==> config.mk <==
export PLATFORM = sky130hd
export DESIGN_NAME = dma_chan_regs
export DESIGN_NICKNAME = d
export VERILOG_FILES = /design/src/rtl/dma_regs_pkg.sv /design/src/rtl/dma_acc_dec.sv /design/src/rtl/dma_reg_slot.sv /design/src/rtl/dma_ctl_stat.sv /design/src/rtl/dma_chan_regs.sv
export SDC_FILE = /design/constraint.sdc
export NUM_CORES = 1
export LEC_CHECK = 0
export BUFFER_PORTS_ARGS = -buffer_cell sky130_fd_sc_hd__buf_2
export CAP_MARGIN = 40
export CORE_MARGIN = 2
export CORE_UTILIZATION = 55
export CTS_CLUSTER_SIZE = 20
export DETAILED_ROUTE_END_ITERATION = 8
export HOLD_SLACK_MARGIN = 0.1
export PLACE_DENSITY = 0.76
export SKIP_CTS_REPAIR_TIMING = 1
export SYNTH_ARGS = -nofsm -noshare
export SYNTH_HDL_FRONTEND = slang
export SYNTH_HIERARCHICAL = 1
export SYNTH_SLANG_ARGS = --single-unit
==> constraint.sdc <==
create_clock -name clk -period 6 [get_ports clk]
set_input_delay 1.2 -clock clk [delete_from_list [all_inputs] [get_ports clk]]
set_output_delay 1.2 -clock clk [all_outputs]
set_load 0.01 [all_outputs]
==> src/rtl/dma_regs_pkg.sv <==
package dma_regs_pkg;
   localparam logic [1:0] SZ_BYTE = 2'd0;
   localparam logic [1:0] SZ_HALF = 2'd1;
   localparam logic [1:0] SZ_WORD = 2'd2;

   // slot index = byte offset / 4
   localparam logic [3:0] S_NDESC = 4'd0;
   localparam logic [3:0] S_SADDR = 4'd1;
   localparam logic [3:0] S_CFG   = 4'd2;
   localparam logic [3:0] S_XCNT  = 4'd4;
   localparam logic [3:0] S_XMOD  = 4'd5;
   localparam logic [3:0] S_YCNT  = 4'd6;
   localparam logic [3:0] S_YMOD  = 4'd7;
   localparam logic [3:0] S_CDESC = 4'd8;
   localparam logic [3:0] S_CADDR = 4'd9;
   localparam logic [3:0] S_STAT  = 4'd10;
   localparam logic [3:0] S_PMAP  = 4'd11;
   localparam logic [3:0] S_CXCNT = 4'd12;
   localparam logic [3:0] S_CYCNT = 4'd14;

   localparam int CFG_EN_BIT   = 0;
   localparam int ST_DONE_BIT  = 0;
   localparam int ST_ERR_BIT   = 1;
   localparam int ST_RUN_BIT   = 3;
endpackage

==> src/rtl/dma_acc_dec.sv <==
module dma_acc_dec
   import dma_regs_pkg::*;
(
   input  logic       sel,
   input  logic       we,
   input  logic [1:0] size,
   input  logic [5:0] addr,
   output logic [3:0] idx,
   output logic       hi,
   output logic       wide,
   output logic       wr_ok,
   output logic       rd_ok,
   output logic       bad
);
   logic half, legal, rsv;

   always_comb begin
      half  = (size == SZ_HALF);
      wide  = (size == SZ_WORD);
      legal = (half && !addr[0]) || (wide && (addr[1:0] == 2'b00));
      idx   = addr[5:2];
      hi    = half && addr[1];
      rsv   = (idx == 4'd3) || (idx == 4'd13) || (idx == 4'd15);
      bad   = sel && (!legal || (we && rsv));
      wr_ok = sel && we && legal && !rsv;
      rd_ok = sel && !we && legal;
   end
endmodule

==> src/rtl/dma_reg_slot.sv <==
module dma_reg_slot #(
   parameter int           W   = 16,
   parameter logic [W-1:0] RST = '0,
   parameter logic [W-1:0] RO  = '0
) (
   input  logic         clk,
   input  logic         rst_n,
   input  logic         wr,
   input  logic         hi,
   input  logic         wide,
   input  logic [31:0]  wd,
   input  logic         ld,
   input  logic [W-1:0] ld_val,
   output logic [W-1:0] q
);
   logic [W-1:0] wv;

   if (W < 16 || W > 32) begin : g_bad_w
      $error("dma_reg_slot: W must lie in 16..32");
   end

   if (W > 16) begin : g_wide
      always_comb begin
         wv = q;
         if (wide)     wv = wd[W-1:0];
         else if (hi)  wv[W-1:16] = wd[W-17:0];
         else          wv[15:0] = wd[15:0];
      end
   end else begin : g_narrow
      logic unused_hi;
      assign unused_hi = ^wd[31:W];
      always_comb begin
         wv = q;
         if (wide || !hi) wv = wd[W-1:0];
      end
   end

   always_ff @(posedge clk) begin
      if (!rst_n)    q <= RST;
      else if (ld)   q <= ld_val;
      else if (wr)   q <= (q & RO) | (wv & ~RO);
   end
endmodule

==> src/rtl/dma_ctl_stat.sv <==
module dma_ctl_stat
   import dma_regs_pkg::*;
(
   input  logic        clk,
   input  logic        rst_n,
   input  logic        cfg_wr,
   input  logic        stat_wr,
   input  logic        hi,
   input  logic [15:0] wd,
   input  logic        eng_done,
   input  logic        eng_err,
   output logic [15:0] cfg,
   output logic [15:0] stat,
   output logic        run,
   output logic        start_stb,
   output logic        stop_stb
);
   logic done_q, err_q, cfg_hit, stat_hit;

   assign cfg_hit  = cfg_wr && !hi;
   assign stat_hit = stat_wr && !hi;

   always_ff @(posedge clk) begin
      if (!rst_n) begin
         cfg       <= '0;
         run       <= 1'b0;
         start_stb <= 1'b0;
         stop_stb  <= 1'b0;
         done_q    <= 1'b0;
         err_q     <= 1'b0;
      end else begin
         start_stb <= 1'b0;
         stop_stb  <= 1'b0;
         if (cfg_hit) begin
            cfg <= wd;
            if (wd[CFG_EN_BIT]) begin
               run       <= 1'b1;
               start_stb <= 1'b1;
            end else begin
               run      <= 1'b0;
               stop_stb <= 1'b1;
            end
         end else if (eng_done) begin
            run <= 1'b0;
         end
         if (eng_done)                          done_q <= 1'b1;
         else if (stat_hit && wd[ST_DONE_BIT])  done_q <= 1'b0;
         if (eng_err)                           err_q <= 1'b1;
         else if (stat_hit && wd[ST_ERR_BIT])   err_q <= 1'b0;
      end
   end

   always_comb begin
      stat              = '0;
      stat[ST_DONE_BIT] = done_q;
      stat[ST_ERR_BIT]  = err_q;
      stat[ST_RUN_BIT]  = run;
   end
endmodule

==> src/rtl/dma_chan_regs.sv <==
module dma_chan_regs
   import dma_regs_pkg::*;
#(
   parameter int          PTR_W     = 32,
   parameter logic [15:0] PMAP_RST  = 16'h0045,
   parameter int          CTYPE_BIT = 6
) (
   input  logic             clk,
   input  logic             rst_n,
   input  logic             bus_sel,
   input  logic             bus_we,
   input  logic [1:0]       bus_size,
   input  logic [5:0]       bus_addr,
   input  logic [31:0]      bus_wdata,
   output logic [31:0]      bus_rdata,
   output logic             bus_bad,
   input  logic             eng_upd,
   input  logic [PTR_W-1:0] eng_cdesc,
   input  logic [PTR_W-1:0] eng_caddr,
   input  logic [15:0]      eng_cx,
   input  logic [15:0]      eng_cy,
   input  logic             eng_done,
   input  logic             eng_err,
   output logic             start_stb,
   output logic             stop_stb,
   output logic             chan_run,
   output logic [15:0]      cfg_q,
   output logic [PTR_W-1:0] ndesc_q,
   output logic [PTR_W-1:0] saddr_q,
   output logic [15:0]      xcnt_q,
   output logic [15:0]      xmod_q,
   output logic [15:0]      ycnt_q,
   output logic [15:0]      ymod_q,
   output logic [15:0]      pmap_q
);
   localparam int          N_SLOT  = 16;
   localparam int          N_PTR   = 4;
   localparam int          N_NAR   = 6;
   localparam logic [15:0] PMAP_RO = 16'(1) << CTYPE_BIT;
   localparam logic [3:0]  P_IDX [N_PTR] = '{S_NDESC, S_SADDR, S_CDESC, S_CADDR};
   localparam logic [3:0]  N_IDX [N_NAR] = '{S_XCNT, S_XMOD, S_YCNT, S_YMOD, S_CXCNT, S_CYCNT};

   if (PTR_W < 17 || PTR_W > 32) begin : g_bad_ptr
      $error("dma_chan_regs: PTR_W must lie in 17..32");
   end
   if (CTYPE_BIT < 0 || CTYPE_BIT > 15) begin : g_bad_ct
      $error("dma_chan_regs: CTYPE_BIT must lie in 0..15");
   end

   logic [3:0]       idx;
   logic             hi, wide, wr_ok, rd_ok, run;
   logic [15:0]      stat_q;
   logic [PTR_W-1:0] pq   [N_PTR];
   logic [PTR_W-1:0] p_ld [N_PTR];
   logic [15:0]      nq   [N_NAR];
   logic [15:0]      n_ld [N_NAR];
   logic [31:0]      rd_arr [N_SLOT];
   logic [31:0]      rsel;

   dma_acc_dec u_dec (
      .sel(bus_sel), .we(bus_we), .size(bus_size), .addr(bus_addr),
      .idx(idx), .hi(hi), .wide(wide), .wr_ok(wr_ok), .rd_ok(rd_ok), .bad(bus_bad)
   );

   dma_ctl_stat u_ctl (
      .clk(clk), .rst_n(rst_n),
      .cfg_wr(wr_ok && idx == S_CFG), .stat_wr(wr_ok && idx == S_STAT),
      .hi(hi), .wd(bus_wdata[15:0]), .eng_done(eng_done), .eng_err(eng_err),
      .cfg(cfg_q), .stat(stat_q), .run(run), .start_stb(start_stb), .stop_stb(stop_stb)
   );

   assign p_ld[0] = '0;
   assign p_ld[1] = '0;
   assign p_ld[2] = eng_cdesc;
   assign p_ld[3] = eng_caddr;
   assign n_ld[0] = '0;
   assign n_ld[1] = '0;
   assign n_ld[2] = '0;
   assign n_ld[3] = '0;
   assign n_ld[4] = eng_cx;
   assign n_ld[5] = eng_cy;

   for (genvar gi = 0; gi < N_PTR; gi++) begin : g_ptr
      dma_reg_slot #(.W(PTR_W), .RST('0), .RO('0)) u_slot (
         .clk(clk), .rst_n(rst_n),
         .wr(wr_ok && idx == P_IDX[gi] && !run),
         .hi(hi), .wide(wide), .wd(bus_wdata),
         .ld(eng_upd && (gi >= 2)), .ld_val(p_ld[gi]), .q(pq[gi])
      );
   end

   for (genvar gi = 0; gi < N_NAR; gi++) begin : g_nar
      dma_reg_slot #(.W(16), .RST('0), .RO('0)) u_slot (
         .clk(clk), .rst_n(rst_n),
         .wr(wr_ok && idx == N_IDX[gi] && !run),
         .hi(hi), .wide(wide), .wd(bus_wdata),
         .ld(eng_upd && (gi >= 4)), .ld_val(n_ld[gi]), .q(nq[gi])
      );
   end

   dma_reg_slot #(.W(16), .RST(PMAP_RST), .RO(PMAP_RO)) u_pmap (
      .clk(clk), .rst_n(rst_n),
      .wr(wr_ok && idx == S_PMAP && !run),
      .hi(hi), .wide(wide), .wd(bus_wdata),
      .ld(1'b0), .ld_val(16'h0000), .q(pmap_q)
   );

   always_comb begin
      for (int k = 0; k < N_SLOT; k++) rd_arr[k] = '0;
      rd_arr[S_CFG]  = {16'h0000, cfg_q};
      rd_arr[S_STAT] = {16'h0000, stat_q};
      rd_arr[S_PMAP] = {16'h0000, pmap_q};
      for (int k = 0; k < N_PTR; k++) rd_arr[P_IDX[k]] = 32'(pq[k]);
      for (int k = 0; k < N_NAR; k++) rd_arr[N_IDX[k]] = {16'h0000, nq[k]};
      rsel = rd_arr[idx];
      if (!rd_ok)     bus_rdata = '0;
      else if (wide)  bus_rdata = rsel;
      else            bus_rdata = {16'h0000, hi ? rsel[31:16] : rsel[15:0]};
   end

   assign chan_run = run;
   assign ndesc_q  = pq[0];
   assign saddr_q  = pq[1];
   assign xcnt_q   = nq[0];
   assign xmod_q   = nq[1];
   assign ycnt_q   = nq[2];
   assign ymod_q   = nq[3];
endmodule

Word-level counts from Yosys, hierarchy flattened
Cells that the tools add are included.
W data, S select, Z words.
{"block": "op_classes", "reduce_logical": 76, "eq_ne": 19, "muxes": 27, "n_lt_le_gt_ge": 1, "n_bitwise": 2}
{"operator": "$mux W32", "n": 9}
{"operator": "$mux W16", "n": 9}
{"operator": "$bmux W32 S4", "n": 1}
{"operator": "$logic_and A1 B1 Y1", "n": 38}
{"operator": "$eq A4 B4 Y1 const B", "n": 8}
{"operator": "$reduce_and A2 Y1", "n": 15}
{"operator": "$reduce_bool A2 Y1", "n": 9}
{"operator": "$eq A4 B3 Y1 const B", "n": 4}
{"operator": "$or A7 B16 Y16", "n": 1}
{"operator": "$eq A4 B2 Y1 const B", "n": 2}
{"operator": "$mux W1", "n": 8}
{"operator": "$logic_not A1 Y1", "n": 6}
{"operator": "$ge A5 B5 Y1 const B", "n": 1}
{"operator": "$logic_or A1 B1 Y1", "n": 5}
{"operator": "$not A4 Y5", "n": 1}
{"operator": "$eq A4 B1 Y1 const B", "n": 1}
{"operator": "$logic_not A4 Y1", "n": 1}
{"operator": "$ne A3 B3 Y1 const B", "n": 1}
{"operator": "$reduce_bool A3 Y1", "n": 1}
{"operator": "$eq A2 B1 Y1 const B", "n": 1}
{"operator": "$eq A2 B2 Y1 const B", "n": 1}
{"operator": "$logic_not A2 Y1", "n": 1}
{"operator": "$ne A2 B2 Y1 const B", "n": 1}
{"block": "totals", "ff_bits": 261, "elab_cells": 146, "in_bits": 143}

Depth between registers and ports, before layout
{"block": "depth", "word_depth": 10, "depth_mapped": 12}

Hierarchy
The synthesis kept the hierarchy.
{"module": "dma_reg_slot at g_ptr[0].u_slot ...", "area_per_inst_um2": 1685.4, "cells_each": 168, "n_inst": 4}
{"module": "dma_reg_slot at g_nar[0].u_slot ...", "area_per_inst_um2": 858.3, "cells_each": 89, "n_inst": 6}
{"module": "dma_chan_regs", "area_per_inst_um2": 2871.5, "cells_each": 384, "n_inst": 1}
{"module": "dma_ctl_stat", "area_per_inst_um2": 1033.5, "cells_each": 106, "n_inst": 1}
{"module": "dma_reg_slot at u_pmap", "area_per_inst_um2": 833.3, "cells_each": 91, "n_inst": 1}
{"module": "dma_acc_dec", "area_per_inst_um2": 128.9, "cells_each": 18, "n_inst": 1}

Worst setup path before layout
OpenSTA, ideal clock, no wires.
{"block": "synth_timing", "path_kind": "input -> output", "startpoint": "input bus_size[0]", "endpoint": "output bus_rdata[15]", "arrival_ps": 4419, "t_required_ps": 4800, "path_stages": 8, "path_slack_ps": 381, "cell_sequence": "or2b_1 -> nor2_1 -> nand2b_1 -> and2_1 -> clkbuf_1 -> clkbuf_1 -> a221oi_1 -> nor3_2"}
{"block": "synth_between", "elab_chain_len": 5, "word_cells_on_any_way": 10}
{"element": "start: declaration", "line_no": "dma_chan_regs.sv:12", "rtl": "input logic [1:0] bus_size,"}
{"element": "$eq A2 B1 Y1", "line_no": "dma_acc_dec.sv:18", "rtl": "half = (size == SZ_HALF);"}
{"element": "$logic_and A1 B1 Y1", "line_no": "dma_acc_dec.sv:22", "rtl": "hi = half && addr[1];"}
{"element": "via hi", "line_no": "dma_chan_regs.sv:51", "rtl": "logic hi, wide, wr_ok, rd_ok, run;"}
{"element": "$mux W16", "line_no": "dma_chan_regs.sv:118", "rtl": "else bus_rdata = {16'h0000, hi ? rsel[31:16] : rsel[15:0]};"}
{"element": "$mux W32", "line_no": "dma_chan_regs.sv:117", "rtl": "else if (wide) bus_rdata = rsel;"}
{"element": "$mux W32", "line_no": "dma_chan_regs.sv:116", "rtl": "if (!rd_ok) bus_rdata = '0;"}
{"element": "end: declaration", "line_no": "dma_chan_regs.sv:15", "rtl": "output logic [31:0] bus_rdata,"}
The timed path passes the listed nets, and every way through them passes these cells.

Worst setup path after layout
{"block": "layout_timing", "startpoint": "input bus_addr[3]", "endpoint": "output bus_rdata[1]"}
{"block": "layout_between", "elab_chain_len": 7}
{"element": "start: declaration", "line_no": "dma_chan_regs.sv:13", "rtl": "input logic [5:0] bus_addr,"}
{"element": "$not A4 Y5 (not written as such) *", "line_no": "dma_chan_regs.sv:115", "rtl": "rsel = rd_arr[idx];"}
{"element": "$bmux W32 S4 *", "line_no": "dma_chan_regs.sv:115"}
{"element": "$mux W32 (not written as such) * (2 in a row)", "line_no": "dma_chan_regs.sv:115"}
{"element": "$mux W16", "line_no": "dma_chan_regs.sv:118"}
{"element": "$mux W32 *", "line_no": "dma_chan_regs.sv:117"}
{"element": "$mux W32 *", "line_no": "dma_chan_regs.sv:116"}
Mark *: on every way between the ends. The rest lies on a longest branch, timed or not. The select of a mux whose other input is x is not followed.

==> results.md <==
* Status: completed
* Combinational Power Share at between 10% and 20%
* Type of the worst min-delay path: flip-flop to flip-flop
* Crit path max-delay cell type: and2_1
* Clock buffer depth at 3
* Dpl hpwl at 41500 um
* Total number of vias at around 16000
* CTS tree: built
* Synth async-reset ratio at 0%
* Synth cell types at 56
* RePlAce Congestion at 0.979
* Flop2flop setup slack at around 3.8 ns
* CP arrival at about 3.6 ns
* Final Max Slew Viols at 0
* Final Cycle Share at about 80%
* Max-slew headroom at between 30% and 40%
* Layout cells sized above 1 at a little under a quarter
* Worst flop-to-flop path endpoint: g_ptr[0].u_slot/q[27]
* Area delta synth->final at 15.3%
* Complex-gate fraction of the synthesized area at around 20%
* Worst slew pin tran at slightly above 0.9 ns
* Worst Path Required at about 4.8 ns
* DRC Markers at 0
* Ys flop type: dfxtp_1
* Flop pwr share at 42.2%
* Final ANT Viol Nets at 0
* Minimum clock period at around 4.8 ns
* H-Tree Depth at 1
* Synth warn at 6
* R2R depth at 6
* Clk sinks at between 200 and 300
* Core Region at about 0.030 mm^2
* Initial Util at around 56%
* Mean post-synth cell area at approximately 9.3 um^2
* Vias in the first global route at 14400
* CTS Root Cell: clkbuf_16
* Largest stage delay on the critical path at 0.55 ns
* First-pass GRT wire length at a little under 90000 um
* Final setup viols at 0
* RSZ-0062 raised after global routing: false
* Cell Int Power at between 0.003 and 0.004 W
* Critical Path Source Type: primary input
* CP Max Fanout at 44
* Max cap viols at 0
* Critical path capture point type: primary output
* Most frequent cells in the layout: buf_2, mux2i_1, dfxtp_1
* Drt pass-1 iters at 6
* CTS buffer count at 29
* Fin Setup TNS at 0 ns
* Total net switching power at about 0.0014 W
* Hold worst-path end: g_nar[5].u_slot/q[9]
* PwrDens at approximately 240 mW/mm^2
* Number of synthesized flops with an enable pin at 0
* Total track usage at 36.0%
* Leakage power at 8.30 nW
* Mapped Cells at ~1800
* Adder-Cell Fraction of Synth Area at 0%
* Sw frac at about 30%
* Hold path startpoint: g_nar[5].u_slot/q[9]
* # rows at 63
* Simple-gate share of the synthesized area at a little under a fifth
* I/O Buffers at roughly 340
* Largest family of logic cells by synthesized area: multiplexers
* Worst clock skew at ~0.011 ns
* Largest net degree at the start of global routing at roughly 160
* Critical path type: primary input to primary output
* Final nets at 2328
* Worst-path clk slew at ~0.06 ns
* Commonest non-fill, non-tap cell in the layout: buf_2
* Initial antenna violation count at 3
* Xor/xnor cell area share of the yosys netlist at 0%
* Fmax at about 210 MHz
* Vias/cell at slightly above 6
* Die Area at between 0.03 and 0.04 mm^2
* Final Hold Viols at 0
* R2R Path Start: u_ctl/run
* Critical path, cell by cell: buf_4 -> buf_16 -> nor3_4 -> and2_1 -> a221oi_1 -> nor3_1 -> buf_2
* Die W at 179 um
* WL per Instance at 22.9 um
* GR Overflow Total at 0
* Worst Hold Depth at 2
* Utilization after layout at 64.9%
* Clk_lat worst skew at between 0.5 and 0.6 ns
* Final WL at roughly 60000 um
* DRT iter0 DRCs at about 2000
* Die height at 179 um
* Clock Power Share at about 39%
* Worst vdd ir at between 0.2 and 0.25 mV
* Mux cell area share after synthesis at 21.3%
* Yosys reg bits at 261
* Post-Syn Area at 0.0168 mm^2
* Register area share after synthesis at 31.2%
* I/O pins at between 300 and 400
==> power by group through the flow <==
| stage | sequential (W) | combinational (W) | clock (W) |
|---|---|---|---|
| 2_1_floorplan | 0.00198 | 0.000574 | 0 |
| 3_3_place_gp | 0.00199 | 0.000827 | 0 |
| 3_5_place_dp | 0.00199 | 0.000846 | 0 |
| 4_1_cts | 0.00195 | 0.000850 | 0.00180 |
| 5_1_grt | 0.00196 | 0.000938 | 0.00187 |
| 6_report | 0.00196 | 0.000881 | 0.00180 |
==> area by class of cell <==
class,count,area (um^2)
inverter,9,33.8
timing repair buffer,354,1880
multi-input combinational,1530,10800
clock inverter,4,70.1
sequential,261,5230
fill,2572,10500
clock buffer,45,866
tap,390,488
antenna,3,7.51
==> cell usage after synthesis, types with 5 or more instances <==
cell type	instances	share of area (%)
mux2i_1	321	19
dfxtp_1	261	31
nand2_1	192	4.3
nand2b_1	160	6.0
o211ai_1	160	7.2
nor3_1	92	2.7
a221o_1	79	4.7
nor2_1	75	1.7
buf_2	48	1.4
buf_6	47	3.2
clkbuf_1	42	0.94
a21oi_1	32	0.96
buf_4	32	1.4
mux2_2	32	2.2
a211oi_1	16	0.72
a221oi_1	16	0.84
a22oi_1	16	0.72
o22ai_1	16	0.60
o21ai_0	15	0.45
nand2b_4	11	0.90
nor3_2	11	0.66
a211oi_2	10	0.75
a21boi_2	10	0.67
a21oi_4	10	0.97
nand2_4	10	0.67
inv_1	9	0.20
buf_12	8	0.96
a21boi_1	7	0.31
and2_1	7	0.26
clkbuf_4	7	0.31
or2b_1	5	0.22
==> per-layer routing <==
metal | track usage, % | part of all wire, % | up-vias | routed length, um
met2 | 53.4 | 43 | 950 | 25400
met5 | 0 | 0 | - | 0
met4 | 18.2 | 5.4 | 0 | 3190
li1 | - | - | 7165 | -
met1 | 50.4 | 42 | 7444 | 24800
met3 | 5.92 | 10 | 157 | 6220
==> worst max-delay path, delay by kind of cell <==
family,cells,cell delay [ns]
buffers and inverters,3,0.69
AOI/OAI and AO/OA,1,0.22
and+or+nand+nor,3,1.42
==> sequential cells by signal, summed over array words and instances, names as in the netlist <==
| name | flops |
|---|---|
| u_ctl/err_q | 1 |
| u_ctl/start_stb | 1 |
| u_ctl/stop_stb | 1 |
| u_ctl/done_q | 1 |
| g_nar.u_slot/q | 96 |
| u_pmap/q | 16 |
| u_ctl/run | 1 |
| u_ctl/cfg | 16 |
| g_ptr.u_slot/q | 128 |
==> stage by stage <==
| stage | hold WS (ns) | area, um^2 | instances | total power, W | setup slack, ns |
|---|---|---|---|---|---|
| 2_1_floorplan | 0.438 | 17500 | 1991 | 0.00256 | 0.381 |
| 3_3_place_gp | 0.445 | 18300 | 2541 | 0.00281 | 1.24 |
| 3_5_place_dp | 0.452 | 18400 | 2544 | 0.00283 | 1.32 |
| 4_1_cts | 0.460 | 19300 | 2593 | 0.00460 | 1.30 |
| 5_1_grt | 0.478 | 19300 | 2594 | 0.00477 | 1.10 |
| 6_report | 0.460 | 19300 | 2596 | 0.00464 | 1.21 |
==> cells by family (layout without fill, tap and decap cells) <==
logic type,after synthesis,count (layout)
DFF,261,261
other,2,191
muxes,353,353
and+or+nand+nor,588,588
buffers and inverters,200,412
AOI/OAI and AO/OA,401,401
==> worst max path at each step <==
stage	from	endpoint	slack, ns
6_report	bus_addr[3]	bus_rdata[1]	1.21
5_1_grt	bus_addr[3]	bus_rdata[4]	1.10
4_1_cts	bus_addr[3]	bus_rdata[4]	1.30
3_5_place_dp	bus_addr[3]	bus_rdata[4]	1.32
3_3_place_gp	bus_addr[3]	bus_rdata[7]	1.24
2_1_floorplan	bus_size[0]	bus_rdata[15]	0.38
Power figures use the tool's default switching activity.
